$ cat config.mk
export PLATFORM = sky130hd
export DESIGN_NAME = evcap_counter
export DESIGN_NICKNAME = d
export VERILOG_FILES = /design/src/rtl/evcap_pkg.sv /design/src/rtl/evcap_seq.sv /design/src/rtl/evcap_count.sv /design/src/rtl/evcap_regs.sv /design/src/rtl/evcap_counter.sv
export SDC_FILE = /design/constraint.sdc
export NUM_CORES = 1
export LEC_CHECK = 0
export CAP_MARGIN = 20
export CORE_ASPECT_RATIO = 0.7
export CORE_MARGIN = 1
export CORE_UTILIZATION = 41
export CTS_BUF_LIST = sky130_fd_sc_hd__clkbuf_4 sky130_fd_sc_hd__clkbuf_8
export DETAILED_ROUTE_END_ITERATION = 16
export DONT_BUFFER_PORTS = 1
export GPL_ROUTABILITY_DRIVEN = 0
export PLACE_DENSITY = 0.57
export SLEW_MARGIN = 20
export SYNTH_ARGS = -nofsm -noshare
export SYNTH_HDL_FRONTEND = slang
export SYNTH_SLANG_ARGS = --single-unit
$ cat constraint.sdc
create_clock -name clk -period 1.7 [get_ports clk]
set_input_delay 0.34 -clock clk [delete_from_list [all_inputs] [get_ports clk]]
set_output_delay 0.34 -clock clk [all_outputs]
set_load 0.01 [all_outputs]
$ cat src/rtl/evcap_pkg.sv
package evcap_pkg;
  typedef enum logic {
    SEQ_FIRST  = 1'b0,
    SEQ_SECOND = 1'b1
  } seq_e;

  localparam logic [1:0] START_A = 2'b00;
  localparam logic [1:0] START_B = 2'b01;
  localparam int SLOT_RELOAD  = 0;
  localparam int SLOT_CAPTURE = 1;
  localparam int NUM_SLOTS    = 2;
endpackage

$ cat src/rtl/evcap_seq.sv
module evcap_seq
  import evcap_pkg::*;
(
  input  logic       clk,
  input  logic       rst_n,
  input  logic       ev_a_i,
  input  logic       ev_b_i,
  input  logic       sw_start_i,
  input  logic [1:0] start_sel_i,
  input  logic       stop_sel_i,
  output logic       first_hit_o,
  output logic       second_hit_o
);
  seq_e state_q, state_d;
  logic first_src, second_src;

  always_comb begin
    case (start_sel_i)
      START_A: first_src = ev_a_i;
      START_B: first_src = ev_b_i;
      default: first_src = sw_start_i;
    endcase
    second_src = stop_sel_i ? ev_b_i : ev_a_i;
  end

  assign first_hit_o  = (state_q == SEQ_FIRST)  && first_src;
  assign second_hit_o = (state_q == SEQ_SECOND) && second_src;

  always_comb begin
    state_d = state_q;
    if (first_hit_o)       state_d = SEQ_SECOND;
    else if (second_hit_o) state_d = SEQ_FIRST;
  end

  always_ff @(posedge clk or negedge rst_n) begin
    if (!rst_n) state_q <= SEQ_FIRST;
    else        state_q <= state_d;
  end
endmodule

$ cat src/rtl/evcap_count.sv
module evcap_count #(
  parameter int W = 16
) (
  input  logic         clk,
  input  logic         rst_n,
  input  logic         tick_i,
  input  logic         load_i,
  input  logic         wrap_load_i,
  input  logic [W-1:0] load_val_i,
  output logic [W-1:0] count_o,
  output logic         ovf_o
);
  logic [W-1:0] count_q, count_d;
  logic         cnt_en, at_zero, roll, ovf_q;

  assign at_zero = (count_q == '0);
  assign roll    = tick_i && at_zero && !load_i;
  assign cnt_en  = load_i || tick_i;

  always_comb begin
    if (load_i)           count_d = load_val_i;
    else if (at_zero)     count_d = wrap_load_i ? load_val_i : {W{1'b1}};
    else                  count_d = count_q - {{(W-1){1'b0}}, 1'b1};
  end

  always_ff @(posedge clk or negedge rst_n) begin
    if (!rst_n)      count_q <= '0;
    else if (cnt_en) count_q <= count_d;
  end

  always_ff @(posedge clk or negedge rst_n) begin
    if (!rst_n) ovf_q <= 1'b0;
    else        ovf_q <= roll;
  end

  assign count_o = count_q;
  assign ovf_o   = ovf_q;
endmodule

$ cat src/rtl/evcap_regs.sv
module evcap_regs #(
  parameter int W  = 16,
  parameter int N  = 2,
  localparam int AW = (N > 1) ? $clog2(N) : 1
) (
  input  logic                clk,
  input  logic                rst_n,
  input  logic [N-1:0]        cap_hit_i,
  input  logic [W-1:0]        cap_val_i,
  input  logic                wr_en_i,
  input  logic [AW-1:0]       wr_addr_i,
  input  logic [W-1:0]        wr_data_i,
  output logic [N-1:0][W-1:0] slot_o
);
  for (genvar g = 0; g < N; g++) begin : g_slot
    logic         wr_hit, en;
    logic [W-1:0] d, q;

    assign wr_hit = wr_en_i && (wr_addr_i == AW'(g));
    assign en     = cap_hit_i[g] || wr_hit;
    assign d      = cap_hit_i[g] ? cap_val_i : wr_data_i;

    always_ff @(posedge clk or negedge rst_n) begin
      if (!rst_n)  q <= '0;
      else if (en) q <= d;
    end

    assign slot_o[g] = q;
  end
endmodule

$ cat src/rtl/evcap_counter.sv
module evcap_counter
  import evcap_pkg::*;
#(
  parameter int W = 16
) (
  input  logic         clk,
  input  logic         rst_n,
  input  logic         tick_i,
  input  logic         ev_a_i,
  input  logic         ev_b_i,
  input  logic         sw_start_i,
  input  logic         reload_mode_i,
  input  logic [1:0]   start_sel_i,
  input  logic         stop_sel_i,
  input  logic         wr_en_i,
  input  logic         wr_addr_i,
  input  logic [W-1:0] wr_data_i,
  output logic [W-1:0] count_o,
  output logic [W-1:0] reload_o,
  output logic [W-1:0] capture_o,
  output logic         ovf_o
);
  logic                        first_hit, second_hit;
  logic [NUM_SLOTS-1:0]        cap_hit;
  logic [NUM_SLOTS-1:0][W-1:0] slots;
  logic [W-1:0]                count;

  evcap_seq u_seq (
    .clk          (clk),
    .rst_n        (rst_n),
    .ev_a_i       (ev_a_i),
    .ev_b_i       (ev_b_i),
    .sw_start_i   (sw_start_i),
    .start_sel_i  (start_sel_i),
    .stop_sel_i   (stop_sel_i),
    .first_hit_o  (first_hit),
    .second_hit_o (second_hit)
  );

  // Slot 0 is blocked from event capture while reload style is active.
  assign cap_hit[SLOT_RELOAD]  = first_hit && !reload_mode_i;
  assign cap_hit[SLOT_CAPTURE] = second_hit;

  evcap_count #(.W(W)) u_count (
    .clk         (clk),
    .rst_n       (rst_n),
    .tick_i      (tick_i),
    .load_i      (first_hit && reload_mode_i),
    .wrap_load_i (reload_mode_i),
    .load_val_i  (slots[SLOT_RELOAD]),
    .count_o     (count),
    .ovf_o       (ovf_o)
  );

  evcap_regs #(.W(W), .N(NUM_SLOTS)) u_regs (
    .clk       (clk),
    .rst_n     (rst_n),
    .cap_hit_i (cap_hit),
    .cap_val_i (count),
    .wr_en_i   (wr_en_i),
    .wr_addr_i (wr_addr_i),
    .wr_data_i (wr_data_i),
    .slot_o    (slots)
  );

  assign count_o   = count;
  assign reload_o  = slots[SLOT_RELOAD];
  assign capture_o = slots[SLOT_CAPTURE];
endmodule

**Word-level counts from Yosys, hierarchy flattened**

Cells that the tools add are included.

- Bits in registers: 50
- Bits of input ports: 28
- Output and inout port bits: 49
- Logic and storage cells: 34

- $add $sub $neg: 1
- Equal/unequal tests: 1
- Multiplexer cells: 9
- Bitwise operators: 2
- Reductions and logical operators: 16

Operator list:

| operator | number |
|---|---|
| 2-to-1 mux 16 bit | 5 |
| logical NOT 16 bit | 1 |
| subtractor 16 x 1 -> 16 bit (second input constant) | 1 |
| logical AND 1 bit | 8 |
| logical OR 1 bit | 3 |
| 2-to-1 mux 1 bit | 3 |
| equality test 2 x 1 -> 1 bit (second input constant) | 1 |
| logical NOT 1 bit | 2 |
| logical NOT 2 bit | 1 |
| NOT 1 bit | 2 |
| one-hot mux 1 bit (2 select lines) | 1 |
| nonzero test 2 bit | 1 |

**Longest topological paths before layout**

Gate-level depths: netlist of run 1.

- Depth in word-level cells: 6
- Mapped depth: 9
- Depth with buffers taken out: 7

**Cells and area by module**

From an unflattened synthesis of run 1, not the netlist that was laid out.

- Cells, all modules: 326
- Area, all modules: 3,280.6 µm²

Modules (own cells, without submodules):

| module | instances | cells each | area an instance (µm²) | seq. area each (µm²) |
|---|---|---|---|---|
| evcap_regs | 1 | 180 | 1,930.6 | 800.8 |
| evcap_count | 1 | 136 | 1,252.5 | 425.4 |
| evcap_seq | 1 | 8 | 81.3 | 25.0 |
| evcap_counter | 1 | 2 | 16.3 | 0.0 |

**Worst setup path after synthesis of run 1**

Ideal clock, no wire load.

- Path kind: reg-to-reg
- From: register u_count.count_q[0] (netlist: u_count.count_o[0])
- To: register u_count.count_q[6] (netlist: u_count.count_o[6])
- Setup time: 0.126 ns
- Arrival time: 1.771 ns
- Required time: 1.574 ns
- Setup slack: -0.197 ns
- Cell stages (with the launch flop): 9
- Buffers on the path: 2
- Period minus slack after synthesis: 1.897 ns
- Cell sequence: dfrtp_1 > inv_1 > ha_1 > nor4b_1 > and4_4 > buf_8 > buf_4 > a31oi_1 > a221o_1

- Longest elaborated chain between the ends: 3
- Elaborated cells on any way between the ends: 4
- Classes of those cells: 1 x add/sub; 2 x mux; 1 x reduce/logical

RTL lines:

| what | RTL line | text |
|---|---|---|
| start: declaration | evcap_count.sv:13 | `logic [W-1:0] count_q, count_d;` |
| start signal: assignment | evcap_count.sv:28 | `else if (cnt_en) count_q <= count_d;` |
| subtractor 16 x 1 -> 16 bit or logical NOT 16 bit (tied branches) | evcap_count.sv:23, evcap_count.sv:16 |  |
| 2-to-1 mux 16 bit * | evcap_count.sv:22 | `else if (at_zero) count_d = wrap_load_i ? load_val_i : {W{1'b1}};` |
| 2-to-1 mux 16 bit * | evcap_count.sv:21 | `if (load_i) count_d = load_val_i;` |

Mark *: on every way between the ends. The rest lies on a longest branch, timed or not.
A chain may end at the register's enable or synchronous reset.

**Final worst setup path of run 1**

- From: register u_count.count_q[5] (netlist: u_count.count_o[5])
- To: register u_count.count_q[14] (netlist: u_count.count_o[14])

The elaborated chain is that of the path after synthesis.

==> out/metrics.csv, run 1 <==
stage,metric,value,unit
outcome,status,"finished, violations left",
outcome,violations,setup timing,
worst_setup_path,cp-start-kind,flop,
grt,grt_first_pass_wirelength,12.63,mm
route,vias_per_cell,5.614,
layout,drive_gt1_share,28.32,%
timing,setup_tns,-0.7822,ns
timing,fin_crit,1.814,ns
timing,max_slew.worst_pin.slew,0.3647,ns
layout,nets,375,
cts,cts_buffers,5,
worst_setup_path,critPathSlowestCell,or4_4,
worst_setup_path,critPathKind,flop to flop,
floorplan,coreArea,6756,sq um
cts,cts_buffer_depth,2,
cts,cts_max_level,2,
logic_synthesis,ys.flop_type,dfrtp_1,
worst_setup_path,cpPeakStageDelay,0.62,ns
worst_setup_path,crit_fanout,7,
floorplan,rows,25,
logic_synthesis,ys_ff_latch,50,
timing,fin_crit_sh,106.7,%
grt,grt_pass1_vias,2445,
worst_setup_path,path_buf_inv,0,
logic_synthesis,synth.distinct_cells,54,
worst_setup_path,worstSetupEndpoint,u_count.count_o[14]$_DFFE_PN0P_,
cts,worst_skew_pair.late_latency,0.30,ns
worst_setup_path,crit_family,simple AND/OR/NAND/NOR gates,
flow_run,cap_violations,0,
place,dp_hpwl,5.769,mm
power,total_power,5.427,mW
route,routed_wl,8.030,mm
logic_synthesis,syn-cell-area,2856,sq um
floorplan,floorplan.initialDensity,42.28,%
route,drt_iter0_markers,129,
logic_synthesis,ys_warn_count,0,
floorplan,ioPinCount,77,
route,wl_per_cell,18.25,um
grt,use_met2,36.49,%
cts,clkTransAtPathRegs,0.10,ns
timing,maxSlewHeadroom,75.66,%
worst_setup_path,worstRegToRegCells,5,
place,place_area,3246,sq um
timing,setup_ws,-0.1138,ns
grt,grt_max_degree,51,
power,powerDensity,1530,nW/um^2
cts,cts.sinks,50,
layout,n_antenna_cell,0,
floorplan,die_area,7310,sq um
grt,overflow,0,
route,drc_errors,0,
logic_synthesis,netlist_instances,304,
min_path,hold_path.class,input pin to flop,
place,pre_cts_ws,-0.1540,ns
route,vias,2470,
grt,busiest_layer,met2,
worst_setup_path,cp_data_arrival_time,2.01,ns
timing,final.hold.worst_slack,0.1403,ns
logic_synthesis,syn_area_per_cell,9.396,sq um
worst_setup_path,r2r_slack,-0.11,ns
grt,grt_use_total,22.87,%
worst_setup_path,end_kind,flop,
route,postRouteAntennaNets,0,
route,drtPass1Iterations,4,
cts,clock-root-buffer,clkbuf_8,
worst_setup_path,regToRegStartpoint,u_count.count_o[5]$_DFFE_PN0P_,
timing,hold_viol,0,
floorplan,die_x,101.8,um
worst_setup_path,critical_path.cell_chain,or4_4 -> nor2_4 -> a41o_1 -> nor2_1 -> o22a_1,
layout,stdcell_area,3547,sq um
logic_synthesis,synth_edf_count,0,
grt,use_met1,32.00,%
timing,final.setup_skew,0.008197,ns
power,p_leak,1.592,nW
logic_synthesis,synth_fp_nets,334,
worst_setup_path,cp_num_cells,5,
layout,synthToLayoutAreaGrowth,24.18,%
cts,cts_tree,done,
place,port_buffers,0,
logic_synthesis,ys_seq_area_share,43.80,%
grt,antenna_found_initial,0,
timing,drv_slew,0,
grt,met3_usage,5.171,%
worst_setup_path,worstPathRequired,1.89,ns
timing,max_freq,551.3,MHz
logic_synthesis,synth-async-reset-ratio,100.0,%
timing,setup_viol,15,
timing,rsz0062_at_grt,yes,
floorplan,die_y,71.84,um
power,vdd_drop_max,0.5604,mV
worst_setup_path,crit_start,u_count.count_o[5]$_DFFE_PN0P_,
worst_setup_path,reg2reg_to,u_count.count_o[14]$_DFFE_PN0P_,
registers in the layout, indices dropped and copies added (netlist names):
| register | cells |
|---|---|
| u_count.count_o | 16 |
| u_count.ovf_o | 1 |
| u_regs.g_slot.q | 32 |
| u_seq.state_q | 1 |
report_power, final:
group          internal [mW]  switching [mW]
Combinational           1.04            1.21
Clock                  0.473           0.403
Sequential              1.68           0.610
synthesized netlist by cell type (4+ instances only):
| cell | number | area (sq um) |
|---|---|---|
| o22ai_1 | 5 | 31.28 |
| a21oi_1 | 25 | 125.1 |
| buf_6 | 4 | 45.04 |
| o21ai_1 | 14 | 70.07 |
| inv_1 | 7 | 26.28 |
| mux2i_1 | 33 | 330.3 |
| dfrtp_1 | 50 | 1251 |
| nand3_1 | 5 | 25.02 |
| a31oi_1 | 4 | 25.02 |
| nor2_1 | 35 | 131.4 |
| clkbuf_1 | 7 | 26.28 |
| nand2_1 | 22 | 82.58 |
| o21ai_0 | 13 | 65.06 |
| o211ai_1 | 6 | 45.04 |
| buf_2 | 4 | 20.02 |
| nor3_1 | 10 | 50.05 |
| nand4_1 | 6 | 37.54 |
| nand2b_1 | 5 | 31.28 |
kinds of logic (layout without fill, tap and decap cells):
family,Yosys count,count (layout),share of synthesized area (%)
simple gates,106,107,20.02
compound gates,83,83,17.48
flops,50,50,43.80
buf+inv,28,69,5.475
fa+ha+maj,2,2,0.8759
mux,35,35,12.35
layer usage:
| metal | vias up | wire length, um |
|---|---|---|
| met5 | - | 0 |
| met4 | 0 | 27 |
| met3 | 2 | 530 |
| met2 | 66 | 3707 |
| met1 | 1216 | 3765 |
| li1 | 1186 | - |
worst min path at each step:
stage                       from                                  to  slack [ns]  cells past startpoint
final                     tick_i      u_count.count_o[0]$_DFFE_PN0P_        0.14                      1
after global routing      tick_i      u_count.count_o[0]$_DFFE_PN0P_        0.13                      1
after CTS                 tick_i      u_count.count_o[0]$_DFFE_PN0P_        0.14                      1
after detailed placement   rst_n  u_regs.g_slot[1].q[12]$_DFFE_PN0P_        0.05                      0
after global placement     rst_n  u_regs.g_slot[1].q[12]$_DFFE_PN0P_        0.05                      0
after floorplan            rst_n      u_count.count_o[0]$_DFFE_PN0P_        0.04                      0
per-stage QoR:
| step | std cells | utilization [%] |
|---|---|---|
| finish | 440 | 52.50 |
| global placement | 422 | 48.04 |
| detailed placement | 422 | 48.04 |
| CTS | 440 | 51.72 |
| floorplan | 304 | - |
| global route | 440 | 52.50 |
layout by cell type (no fill, tap or decap), types with 5 or more instances in the layout:
| master | netlist | routed |
|---|---|---|
| nor3_1 | 10 | 9 |
| nand4_1 | 6 | 6 |
| buf_4 | 1 | 47 |
| o21ai_1 | 14 | 13 |
| inv_1 | 7 | 5 |
| o211ai_1 | 6 | 6 |
| o22ai_1 | 5 | 5 |
| a21oi_1 | 25 | 18 |
| o21ai_0 | 13 | 13 |
| nand2_1 | 22 | 22 |
| clkbuf_8 | 0 | 5 |
| a21oi_2 | 0 | 7 |
| nor2_1 | 35 | 35 |
| dfrtp_1 | 50 | 46 |
| nand3_1 | 5 | 5 |
| mux2i_1 | 33 | 33 |
repair_timing:
| action | in CTS | in global routing |
|---|---|---|
| setup endpoints to repair | 16 | 16 |
| hold buffers | 2 | 0 |
| endpoints found under the hold margin | 50 | 0 |
| setup buffers | 7 | 0 |
| gates cloned | 1 | 0 |
| pin swaps | 16 | 16 |
| resized for setup | 9 | 12 |
layout make-up:
type | instances | area (sq um)
Clock buffer | 7 | 83.83
Clock inverter | 1 | 30.03
Fill cell | 638 | 3209
Inverter | 7 | 26.28
Multi-Input combinational cell | 227 | 1574
Sequential cell | 50 | 1256
Tap cell | 94 | 117.6
Timing Repair Buffer | 54 | 459.2
Note: power is estimated with default switching activity, not from simulation.
==> inputs of run 2 (changes only) <==
--- a/config.mk
+++ b/config.mk
@@ -6,7 +6,7 @@
 export NUM_CORES = 1
 export LEC_CHECK = 0
 export CAP_MARGIN = 20
-export CORE_ASPECT_RATIO = 0.7
+export CORE_ASPECT_RATIO = 1.25
 export CORE_MARGIN = 1
 export CORE_UTILIZATION = 41
 export CTS_BUF_LIST = sky130_fd_sc_hd__clkbuf_4 sky130_fd_sc_hd__clkbuf_8
==> out/metrics.csv, run 2 (synthesized netlist as in run 1, its figures left out) <==
stage,metric,value,unit,change
power,p_leak,1.573,nW,was 1.592 nW
floorplan,floorplan.initialDensity,42.97,%,was 42.28%
timing,fin_crit_sh,105.1,%,was 106.7%
worst_setup_path,cp_data_arrival_time,2.00,ns,was 2.01 ns
place,dp_hpwl,5.497,mm,was 5.769 mm
grt,grt_max_degree,51,,unchanged
floorplan,coreArea,6648,sq um,was 6756 sq um
worst_setup_path,critPathKind,flop to flop,,unchanged
grt,antenna_found_initial,0,,unchanged
power,vdd_drop_max,0.6872,mV,was 0.5604 mV
cts,cts.sinks,50,,unchanged
grt,grt_pass1_vias,2474,,was 2445
timing,setup_tns,-0.7451,ns,was -0.7822 ns
layout,nets,376,,was 375
flow_run,cap_violations,0,,unchanged
cts,clock-root-buffer,clkbuf_8,,unchanged
timing,max_slew.worst_pin.slew,0.4138,ns,was 0.3647 ns
floorplan,ioPinCount,77,,unchanged
layout,seqCellArea,1256,sq um,unchanged
layout,drive_gt1_share,27.38,%,was 28.32%
timing,fin_crit,1.787,ns,was 1.814 ns
worst_setup_path,worstPathRequired,1.91,ns,was 1.89 ns
place,place_inst,419,,was 422
route,postRouteAntennaNets,0,,unchanged
timing,max_freq,559.5,MHz,was 551.3 MHz
cts,worst_skew_pair.late_latency,0.32,ns,was 0.30 ns
route,routed_wl,7.771,mm,was 8.030 mm
worst_setup_path,crit_fanout,8,,was 7
cts,clkTransAtPathRegs,0.10,ns,about the same
place,place_area,3279,sq um,was 3246 sq um
layout,multi_input_area,1539,sq um,was 1574 sq um
floorplan,die_y,95.32,um,was 71.84 um
place,port_buffers,0,,unchanged
cts,cts_max_level,2,,unchanged
worst_setup_path,cp-start-kind,flop,,unchanged
floorplan,die_x,76.66,um,was 101.8 um
worst_setup_path,crit_start,u_count.count_o[10]$_DFFE_PN0P_,,was u_count.count_o[5]$_DFFE_PN0P_
cts,cts_tree,done,,unchanged
worst_setup_path,end_kind,flop,,unchanged
layout,n_antenna_cell,0,,unchanged
timing,drv_slew,0,,unchanged
min_path,hold_path.class,input pin to flop,,unchanged
layout,synthToLayoutAreaGrowth,22.30,%,was 24.18%
cts,cts_buffers,5,,unchanged
cts,cts_buffer_depth,2,,unchanged
outcome,violations,setup timing,,unchanged
layout,layout_commonest_cell,buf_4,,unchanged
timing,maxSlewHeadroom,72.31,%,was 75.66%
layout,stdcell_area,3493,sq um,was 3547 sq um
grt,grt_first_pass_wirelength,12.54,mm,was 12.63 mm
timing,hold_viol,0,,unchanged
power,powerDensity,1481,nW/um^2,was 1530 nW/um^2
layout,final_cells,434,,was 440
floorplan,rows,33,,was 25
route,vias,2431,,was 2470
route,wl_per_cell,17.91,um,was 18.25 um
outcome,status,"finished, violations left",,unchanged
timing,final.setup_skew,0.01321,ns,was 0.008197 ns
route,drc_errors,0,,unchanged
grt,overflow,0,,unchanged
timing,setup_ws,-0.08736,ns,was -0.1138 ns
route,drt_iter0_markers,157,,was 129
layout,regMostFlops,u_regs.g_slot.q,,unchanged
timing,rsz0062_at_grt,yes,,unchanged
grt,grt_use_total,22.37,%,was 22.87%
layout,nFillCells,631,,was 638
route,drtPass1Iterations,4,,unchanged
timing,setup_viol,12,,was 15
worst_setup_path,regToRegStartpoint,u_count.count_o[10]$_DFFE_PN0P_,,was u_count.count_o[5]$_DFFE_PN0P_
route,vias_per_cell,5.601,,was 5.614
layout,largest_register_ffs,32,,unchanged
min_path,hold_start,tick_i,,unchanged
floorplan,die_area,7307,sq um,was 7310 sq um
layout,final_cell_mix,"buf_4, dfrtp_1, nor2_1, mux2i_1, nand2_1",,"was buf_4, dfrtp_1, nor2_1"
run 2: cell type report:
class	count	share of cell area (%)
timing repair buffer	55	13.40
inverter	7	0.7521
sequential	50	35.96
multi-input combinational	227	44.05
clock inverter	2	0.3582
clock buffer	6	2.364
tap	87	3.116
run 2: stage by stage:
stage          utilization (%)  setup slack, ns  power, mW  hold WS [ns]
2_1_floorplan                -         -0.09379      3.572       0.04441
3_3_place_gp             49.33          -0.1032      4.313       0.04565
3_5_place_dp             49.33          -0.1369      4.377       0.04615
4_1_cts                  51.57          -0.1268      5.193        0.1245
5_1_grt                  52.55          -0.1907      5.533        0.1280
6_report                 52.55         -0.08736      5.175        0.1342
run 2: critical path, cell delays in order, from the launching register on:
cell     delay [ns]
dfrtp_2        0.43
nor4_4         0.40
and4_4         0.36
buf_4          0.13
a31oi_1        0.08
a221o_1        0.29
run 2: worst paths after layout:
kind                                                 endpoint  depth (start not counted)  slack, ns
max                            u_count.count_o[6]$_DFFE_PN0P_                          5      -0.09
min                            u_count.count_o[0]$_DFFE_PN0P_                          1       0.13
max reg2reg                    u_count.count_o[6]$_DFFE_PN0P_                          5      -0.09
min reg2reg                    u_count.count_o[2]$_DFFE_PN0P_                          1       0.60
max in group asynchronous      u_count.count_o[0]$_DFFE_PN0P_                          2       0.90
min in group asynchronous  u_regs.g_slot[1].q[11]$_DFFE_PN0P_                          2       0.53
run 2: report_power, final:
part / internal (mW) / switching, mW
clock network: 0.328 / 0.425
registers: 1.68 / 0.590
logic: 0.990 / 1.16
total: 3.00 / 2.17
run 2: per-layer routing:
layer  routed length (um)  vias up  GRT usage, %
met4                  122        0         7.212
li1                     -     1186             -
met5                    0        -             0
met1                 3532     1185         28.88
met2                 3816       52         37.99
met3                  299        8         4.211
run 2: what timing repair did:
item                                   CTS  global route
gates cloned                             0             1
setup endpoints to repair               16            16
pin swaps                               17            15
buffers inserted                         0             4
endpoints found under the hold margin   50             0
hold buffers                             2             0
gates resized for setup                  4             8
